File: src/rtl/rs_pkg.sv
`timescale 1ns/1ps
package rs_pkg;
    typedef enum logic [1:0] {
        ST_EMPTY,
        ST_WAIT,
        ST_READY,
        ST_EXEC
    } rs_state_e;
endpackage

File: src/rtl/rs_entry.sv
`timescale 1ns/1ps
module rs_entry
    import rs_pkg::*;
#(
    parameter int unsigned DATA_W = 16,
    parameter int unsigned OP_W   = 4,
    parameter int unsigned TAG_W  = 4,
    parameter logic [TAG_W-1:0] MY_TAG = 4
) (
    input  logic              clk,
    input  logic              rst_n,
    input  logic              alloc,
    input  logic [OP_W-1:0]   in_op,
    input  logic [TAG_W-1:0]  in_ta,
    input  logic [DATA_W-1:0] in_va,
    input  logic [TAG_W-1:0]  in_tb,
    input  logic [DATA_W-1:0] in_vb,
    input  logic              bc_valid,
    input  logic [TAG_W-1:0]  bc_tag,
    input  logic [DATA_W-1:0] bc_val,
    input  logic              grant,
    output logic              is_free,
    output logic              is_ready,
    output logic [OP_W-1:0]   op_o,
    output logic [DATA_W-1:0] va_o,
    output logic [DATA_W-1:0] vb_o
);
    rs_state_e         st_q, st_nx;
    logic [OP_W-1:0]   op_q;
    logic [DATA_W-1:0] va_q, vb_q, va_nx, vb_nx;
    logic [TAG_W-1:0]  qa_q, qb_q, qa_nx, qb_nx;
    logic              own_bc;

    assign own_bc = bc_valid && (bc_tag == MY_TAG);

    // operand capture: at issue (with same-cycle bypass) or by snooping
    always_comb begin
        va_nx = va_q;
        vb_nx = vb_q;
        qa_nx = qa_q;
        qb_nx = qb_q;
        if (st_q == ST_EMPTY && alloc) begin
            if (in_ta == '0) begin
                va_nx = in_va;
                qa_nx = '0;
            end else if (bc_valid && bc_tag == in_ta) begin
                va_nx = bc_val;
                qa_nx = '0;
            end else begin
                va_nx = in_va;
                qa_nx = in_ta;
            end
            if (in_tb == '0) begin
                vb_nx = in_vb;
                qb_nx = '0;
            end else if (bc_valid && bc_tag == in_tb) begin
                vb_nx = bc_val;
                qb_nx = '0;
            end else begin
                vb_nx = in_vb;
                qb_nx = in_tb;
            end
        end else if (st_q == ST_WAIT) begin
            if (qa_q != '0 && bc_valid && bc_tag == qa_q) begin
                va_nx = bc_val;
                qa_nx = '0;
            end
            if (qb_q != '0 && bc_valid && bc_tag == qb_q) begin
                vb_nx = bc_val;
                qb_nx = '0;
            end
        end
    end

    always_comb begin
        st_nx = st_q;
        unique case (st_q)
            ST_EMPTY: if (alloc) st_nx = (qa_nx == '0 && qb_nx == '0) ? ST_READY : ST_WAIT;
            ST_WAIT:  if (qa_nx == '0 && qb_nx == '0) st_nx = ST_READY;
            ST_READY: if (grant) st_nx = ST_EXEC;
            ST_EXEC:  if (own_bc) st_nx = ST_EMPTY;
            default:  st_nx = ST_EMPTY;
        endcase
    end

    always_ff @(posedge clk) begin
        if (!rst_n) st_q <= ST_EMPTY;
        else        st_q <= st_nx;
    end

    always_ff @(posedge clk) begin
        if (!rst_n) begin
            op_q <= '0;
            va_q <= '0;
            vb_q <= '0;
            qa_q <= '0;
            qb_q <= '0;
        end else begin
            if (st_q == ST_EMPTY && alloc) op_q <= in_op;
            va_q <= va_nx;
            vb_q <= vb_nx;
            qa_q <= qa_nx;
            qb_q <= qb_nx;
        end
    end

    always_comb begin
        is_free  = (st_q == ST_EMPTY);
        is_ready = (st_q == ST_READY);
        op_o     = op_q;
        va_o     = va_q;
        vb_o     = vb_q;
    end


    snoop_capture_chk: assert property (@(posedge clk) disable iff (!rst_n)
        (st_q == ST_WAIT && qa_q != '0 && bc_valid && bc_tag == qa_q)
        |=> (qa_q == '0 && va_q == $past(bc_val)));

    dispatch_gate_chk: assert property (@(posedge clk) disable iff (!rst_n)
        grant |-> (st_q == ST_READY && qa_q == '0 && qb_q == '0));

    busy_hold_chk: assert property (@(posedge clk) disable iff (!rst_n)
        (st_q == ST_EXEC && !own_bc) |=> (st_q == ST_EXEC));

    own_release_chk: assert property (@(posedge clk) disable iff (!rst_n)
        (st_q == ST_EXEC && own_bc) |=> (st_q == ST_EMPTY));

    snapshot_keep_chk: assert property (@(posedge clk) disable iff (!rst_n)
        (st_q == ST_READY && $past(st_q) == ST_READY) |-> ($stable(va_q) && $stable(vb_q)));
endmodule

File: src/rtl/rs_age_pick.sv
`timescale 1ns/1ps
module rs_age_pick #(
    parameter int unsigned N_ENT = 4
) (
    input  logic             clk,
    input  logic             rst_n,
    input  logic [N_ENT-1:0] alloc,
    input  logic [N_ENT-1:0] req,
    output logic [N_ENT-1:0] sel
);
    // older_q[i][j] = 1 : slot i was issued before slot j
    logic [N_ENT-1:0] older_q [N_ENT];
    logic [N_ENT-1:0] blocked;

    always_ff @(posedge clk) begin
        if (!rst_n) begin
            for (int i = 0; i < N_ENT; i++) older_q[i] <= '0;
        end else begin
            for (int k = 0; k < N_ENT; k++) begin
                if (alloc[k]) begin
                    for (int i = 0; i < N_ENT; i++) older_q[i][k] <= (i != k);
                    older_q[k] <= '0;
                end
            end
        end
    end

    always_comb begin
        for (int i = 0; i < N_ENT; i++) begin
            blocked[i] = 1'b0;
            for (int j = 0; j < N_ENT; j++) begin
                if (req[j] && older_q[j][i]) blocked[i] = 1'b1;
            end
            sel[i] = req[i] && !blocked[i];
        end
    end


    single_pick_chk: assert property (@(posedge clk) disable iff (!rst_n)
        $onehot0(sel));

    pick_when_req_chk: assert property (@(posedge clk) disable iff (!rst_n)
        (req != '0) |-> (sel != '0));
endmodule

File: src/rtl/resv_station.sv
`timescale 1ns/1ps
module resv_station
    import rs_pkg::*;
#(
    parameter int unsigned N_ENT   = 4,
    parameter int unsigned DATA_W  = 16,
    parameter int unsigned OP_W    = 4,
    parameter int unsigned UID_W   = 2,
    parameter int unsigned UNIT_ID = 1,
    localparam int unsigned IDX_W  = $clog2(N_ENT),
    localparam int unsigned TAG_W  = UID_W + IDX_W,
    localparam int unsigned CNT_W  = $clog2(N_ENT + 1)
) (
    input  logic              clk,
    input  logic              rst_n,
    input  logic              iss_valid,
    input  logic [OP_W-1:0]   iss_op,
    input  logic [TAG_W-1:0]  iss_tag_a,
    input  logic [DATA_W-1:0] iss_val_a,
    input  logic [TAG_W-1:0]  iss_tag_b,
    input  logic [DATA_W-1:0] iss_val_b,
    output logic              iss_ready,
    output logic [TAG_W-1:0]  iss_tag,
    input  logic              bc_valid,
    input  logic [TAG_W-1:0]  bc_tag,
    input  logic [DATA_W-1:0] bc_val,
    output logic              dsp_valid,
    input  logic              dsp_ready,
    output logic [OP_W-1:0]   dsp_op,
    output logic [DATA_W-1:0] dsp_val_a,
    output logic [DATA_W-1:0] dsp_val_b,
    output logic [TAG_W-1:0]  dsp_tag,
    output logic [CNT_W-1:0]  free_cnt,
    output logic              full
);
    logic [N_ENT-1:0]  free_v, ready_v, alloc_v, sel_v, grant_v;
    logic [OP_W-1:0]   ent_op [N_ENT];
    logic [DATA_W-1:0] ent_va [N_ENT];
    logic [DATA_W-1:0] ent_vb [N_ENT];
    logic [IDX_W-1:0]  pick_idx, sel_idx;
    logic              pick_ok;

    // lowest free slot
    always_comb begin
        pick_idx = '0;
        pick_ok  = 1'b0;
        for (int i = N_ENT - 1; i >= 0; i--) begin
            if (free_v[i]) begin
                pick_idx = IDX_W'(i);
                pick_ok  = 1'b1;
            end
        end
    end

    assign alloc_v   = (iss_valid && pick_ok) ? (N_ENT'(1) << pick_idx) : '0;
    assign iss_ready = pick_ok;
    assign full      = !pick_ok;
    assign iss_tag   = {UID_W'(UNIT_ID), pick_idx};
    assign grant_v   = sel_v & {N_ENT{dsp_ready}};

    always_comb begin
        free_cnt = '0;
        for (int i = 0; i < N_ENT; i++) free_cnt = free_cnt + CNT_W'(free_v[i]);
    end

    generate
        for (genvar g = 0; g < N_ENT; g++) begin : g_ent
            localparam logic [TAG_W-1:0] ETAG = {UID_W'(UNIT_ID), IDX_W'(g)};
            rs_entry #(
                .DATA_W (DATA_W),
                .OP_W   (OP_W),
                .TAG_W  (TAG_W),
                .MY_TAG (ETAG)
            ) u_ent (
                .clk      (clk),
                .rst_n    (rst_n),
                .alloc    (alloc_v[g]),
                .in_op    (iss_op),
                .in_ta    (iss_tag_a),
                .in_va    (iss_val_a),
                .in_tb    (iss_tag_b),
                .in_vb    (iss_val_b),
                .bc_valid (bc_valid),
                .bc_tag   (bc_tag),
                .bc_val   (bc_val),
                .grant    (grant_v[g]),
                .is_free  (free_v[g]),
                .is_ready (ready_v[g]),
                .op_o     (ent_op[g]),
                .va_o     (ent_va[g]),
                .vb_o     (ent_vb[g])
            );
        end
    endgenerate

    rs_age_pick #(
        .N_ENT (N_ENT)
    ) u_age (
        .clk   (clk),
        .rst_n (rst_n),
        .alloc (alloc_v),
        .req   (ready_v),
        .sel   (sel_v)
    );

    // dispatch mux
    always_comb begin
        dsp_op    = '0;
        dsp_val_a = '0;
        dsp_val_b = '0;
        sel_idx   = '0;
        for (int i = 0; i < N_ENT; i++) begin
            if (sel_v[i]) begin
                dsp_op    = ent_op[i];
                dsp_val_a = ent_va[i];
                dsp_val_b = ent_vb[i];
                sel_idx   = IDX_W'(i);
            end
        end
        dsp_valid = |sel_v;
        dsp_tag   = {UID_W'(UNIT_ID), sel_idx};
    end


    alloc_count_chk: assert property (@(posedge clk) disable iff (!rst_n)
        (iss_valid && iss_ready && !bc_valid) |=> (free_cnt == $past(free_cnt) - 1'b1));

    full_no_take_chk: assert property (@(posedge clk) disable iff (!rst_n)
        (full && !bc_valid) |=> (full && free_cnt == '0));
endmodule

File: config.mk
export PLATFORM = sky130hd
export DESIGN_NAME = resv_station
export DESIGN_NICKNAME = d
export VERILOG_FILES = /design/src/rtl/rs_pkg.sv /design/src/rtl/rs_entry.sv /design/src/rtl/rs_age_pick.sv /design/src/rtl/resv_station.sv
export SDC_FILE = /design/constraint.sdc
export NUM_CORES = 1
export LEC_CHECK = 0
export ABC_AREA = 1
export BUFFER_PORTS_ARGS = -buffer_cell sky130_fd_sc_hd__buf_2
export CORE_MARGIN = 3
export CORE_UTILIZATION = 40
export CTS_CLUSTER_DIAMETER = 50
export DETAILED_ROUTE_END_ITERATION = 8
export GPL_TIMING_DRIVEN = 0
export PLACE_DENSITY = 0.62
export SYNTH_ARGS = -nofsm -noshare
export SYNTH_HDL_FRONTEND = slang
export SYNTH_HIERARCHICAL = 1
export SYNTH_SLANG_ARGS = --single-unit
File: constraint.sdc
create_clock -name clk -period 2.4 [get_ports clk]
set_input_delay 0.36 -clock clk [delete_from_list [all_inputs] [get_ports clk]]
set_output_delay 0.36 -clock clk [all_outputs]
set_load 0.05 [all_outputs]
==> results.py <==
metrics = {
    "status": {
        "status": "complete, but fails checks",
        "violations": "setup timing",
    },
    "power_and_ir_drop": {
        "p_leak_uw": 0.00887,
        "power_density_nw_per_um2": 1000,
        "max-vdd-ir-drop_uv": 1240,
    },
    "cells_and_area": {
        "finalNetCount": 2531,
        "fillCellCount": 2958,
        "finalInstanceArea_um2": 18300,
        "multi_input_area_um2": 8480,
        "instances_no_fill": 2857,
        "area_growth_pct": 41.5,
        "seq_area_um2": 3970,
        "drive_gt1_frac": 0.296,
    },
    "setup_path": {
        "cp_max_fo": 10,
        "crit_type": "flop to output pin",
        "cp-end-kind": "output pin",
        "crit_arrival_ns": 2.32,
        "r2r_slack_ns": -0.11,
        "worstSetupStartpointType": "flop",
        "cp.required_ns": 2.04,
    },
    "clock_network": {
        "clkTransAtPathRegs_ns": 0.08,
        "cts_tree": "built",
        "cts.htree.levels": 4,
        "clk_path_buf_depth": 2,
        "cts_sinks": 196,
        "cts-root-buf": "clkbuf_16",
        "clk_latency_ns": 0.46,
        "cts-buffers-inserted": 17,
        "hold_buffers": 0,
    },
    "grt": {
        "grt_pass1_vias": 14605,
        "antenna_found_initial": 6,
        "grt_pass1_wl_um": 80000,
        "grtUsageTotal": 0.303,
        "overflow": 0,
        "grt_max_degree": 34,
    },
    "sta": {
        "tns_ns": -9.48,
        "period_share": 1.12,
        "min_period_ns": 2.68,
        "tightest_slew_ns": 0.857,
        "rsz0062_at_grt": "true",
        "setup_viol": 53,
        "max_freq_mhz": 373,
        "worst_slack_ns": -0.277,
        "relSlewSlack": 0.428,
        "hold_viol_final": 0,
        "skew_ns": 0.0134,
        "finalMaxSlewViolations": 0,
    },
    "die": {
        "die_y_um": 186,
        "num_io_pins": 119,
        "die-area_um2": 34600,
        "num_rows": 65,
        "die_x_um": 186,
        "core-area_um2": 31700,
        "start_util": 0.408,
    },
    "synthesis": {
        "synth_top_cells_by_area": "dfxtp_1, nand2_1, nor2_1, inv_1, nand3_1",
        "ys_ff_latch": 196,
        "synth_top_cell_area_share": 0.300,
        "postSynthAreaPerCell_um2": 5.95,
        "synthCells": 2174,
        "ys_warn_count": 6,
        "seq_area_frac_synth": 0.305,
        "synth_area_um2": 12900,
        "synth_area_leader_cell": "dfxtp_1",
        "synth_cell_types": 33,
    },
    "placed_design": {
        "place_area_um2": 14100,
        "io_buffers": 114,
        "dp_hpwl_um": 36900,
        "gp_congestion": 0.958,
        "dp.cells": 2692,
    },
    "drt": {
        "wl_met1_um": 22100,
        "drt_iter0_drc": 1557,
        "wl_per_cell_um": 19.5,
        "dr_total_vias": 15929,
        "ant_nets": 0,
        "dr_wl_met2_um": 24900,
        "route.met3.wl_um": 5370,
        "drt-pass1-iter-count": 7,
        "drc": 0,
        "drt_wl_total_um": 55800,
        "top_layer": "met5",
        "via_per_inst": 5.58,
    },
    "min_path": {
        "hp-class": "input pin to flop",
    },
    "run": {
        "maxCapViolCount": 0,
    },
}
[path summary, 6_finish.rpt]
check | start | endpoint | depth (start not counted)
max | g_ent[1].u_ent/st_q[0]$_SDFFE_PN0P_ | dsp_val_a[5] | 11
min | iss_op[2] | g_ent[0].u_ent/op_o[2]$_SDFFE_PN0N_ | 3
max reg2reg | g_ent[1].u_ent/st_q[0]$_SDFFE_PN0P_ | g_ent[0].u_ent/st_q[1]$_SDFFE_PN0P_ | 21
min reg2reg | u_age/older_q[0][1]$_SDFFE_PP0P_ | u_age/older_q[0][1]$_SDFFE_PP0P_ | 2
[Yosys cell counts]
cell type	instances
ha_1	22
nor3_1	3
inv_1	274
a31oi_1	124
nor2_2	21
nand3_1	177
clkbuf_1	38
xnor2_1	8
nand2_4	4
inv_2	23
buf_4	19
o21ai_2	4
buf_6	11
fa_1	1
a221oi_1	1
nand3_2	4
o22ai_1	3
nor2_1	343
clkinv_1	1
nand2_2	18
conb_1	2
nor4_1	8
dfxtp_1	194
nand2_1	572
edfxtp_1	2
buf_2	47
o21ai_1	42
a21oi_1	76
nor2_4	2
buf_1	4
nand4_1	4
o21ai_0	118
nand3_4	4
[registers in the layout (all words and copies together), names as in the netlist]
name              count
g_ent.u_ent/op_o     16
g_ent.u_ent/va_o     64
u_age/older_q        12
g_ent.u_ent/vb_o     64
g_ent.u_ent/qa_q     16
g_ent.u_ent/qb_q     16
g_ent.u_ent/st_q      8
[critical path: stages, from the launching register on]
cell and delay [ns]:
dfxtp_4 0.36, inv_6 0.07, ha_4 0.19, buf_6 0.13
nand2_4 0.05, nor2_4 0.19, buf_12 0.20, buf_12 0.15
nor2_2 0.06, a21oi_4 0.15, nand2_2 0.12, buf_8 0.17
[stage by stage]
| stage | hold WS [ns] | utilization | worst slack, ns | power, uW |
|---|---|---|---|---|
| floorplan | 0.443 | - | -0.0244 | 9260 |
| global placement | 0.453 | 0.444 | -0.841 | 10900 |
| detailed placement | 0.461 | 0.444 | -0.900 | 11000 |
| CTS | 0.208 | 0.521 | -0.224 | 16500 |
| global route | 0.220 | 0.577 | -0.329 | 19300 |
| finish | 0.222 | 0.577 | -0.277 | 18400 |
[area by class of cell]
class | instances | area share
multi-input cells | 1564 | 0.463
flip-flops and latches | 196 | 0.217
repair buffers | 244 | 0.129
plain buffers | 118 | 0.0662
inverters | 298 | 0.0646
well taps | 402 | 0.0275
clock buffers | 19 | 0.0242
clock inverters | 13 | 0.00922
diodes | 3 | 0.000410
[repair_timing]
action | in CTS | in global routing
resized for setup | 364 | 454
cloned | 9 | 22
setup buffers | 56 | 45
pin swaps | 45 | 120
endpoints found under the setup margin | 210 | 166
[per-layer routing]
metal  track usage  up-vias
met5             0        -
met1         0.381     7415
met2         0.487      861
met3        0.0612      199
li1              -     7446
met4         0.170        8
[where the power goes]
part / switching [uW] / internal, uW / total (uW)
Sequential: 396 / 3920 / 4310
Combinational: 6260 / 4640 / 10900
Clock: 1490 / 1690 / 3180
Total: 8150 / 10300 / 18400
[cells by family (layout without fill, tap and decap cells)]
logic type                 count (synthesis)  count (layout)  share of synthesized area
AOI/OAI and AO/OA                        368             368                      0.156
xor gates and xnor gates                   8               8                    0.00541
adders and majority gates                 23              23                     0.0228
buffers and inverters                    417             692                      0.137
DFF                                      196             196                      0.305
other                                      2               7                   0.000580
and+or+nand+nor                         1160            1161                      0.373
[cells in the final DEF (no fill, tap or decap), types with 8 or more instances in the layout]
master and count:
nand2_1 472, nor2_1 301, inv_1 241, dfxtp_1 186
nand3_1 155, a31oi_1 120, nand2_2 98, buf_4 97
buf_2 80, buf_6 75, o21ai_1 73, o21ai_0 67
buf_8 50, nor2_2 45, a21oi_1 44, inv_2 39
nand3_2 26, clkbuf_16 26, nand2_4 23, clkbuf_1 21
nor2_4 20, a21oi_4 18, buf_12 18, o21ai_2 18
a21oi_2 14, inv_4 12, ha_1 12, ha_4 10
nor4_1 8, xnor2_1 8
Note: power is estimated with default switching activity, not from simulation.
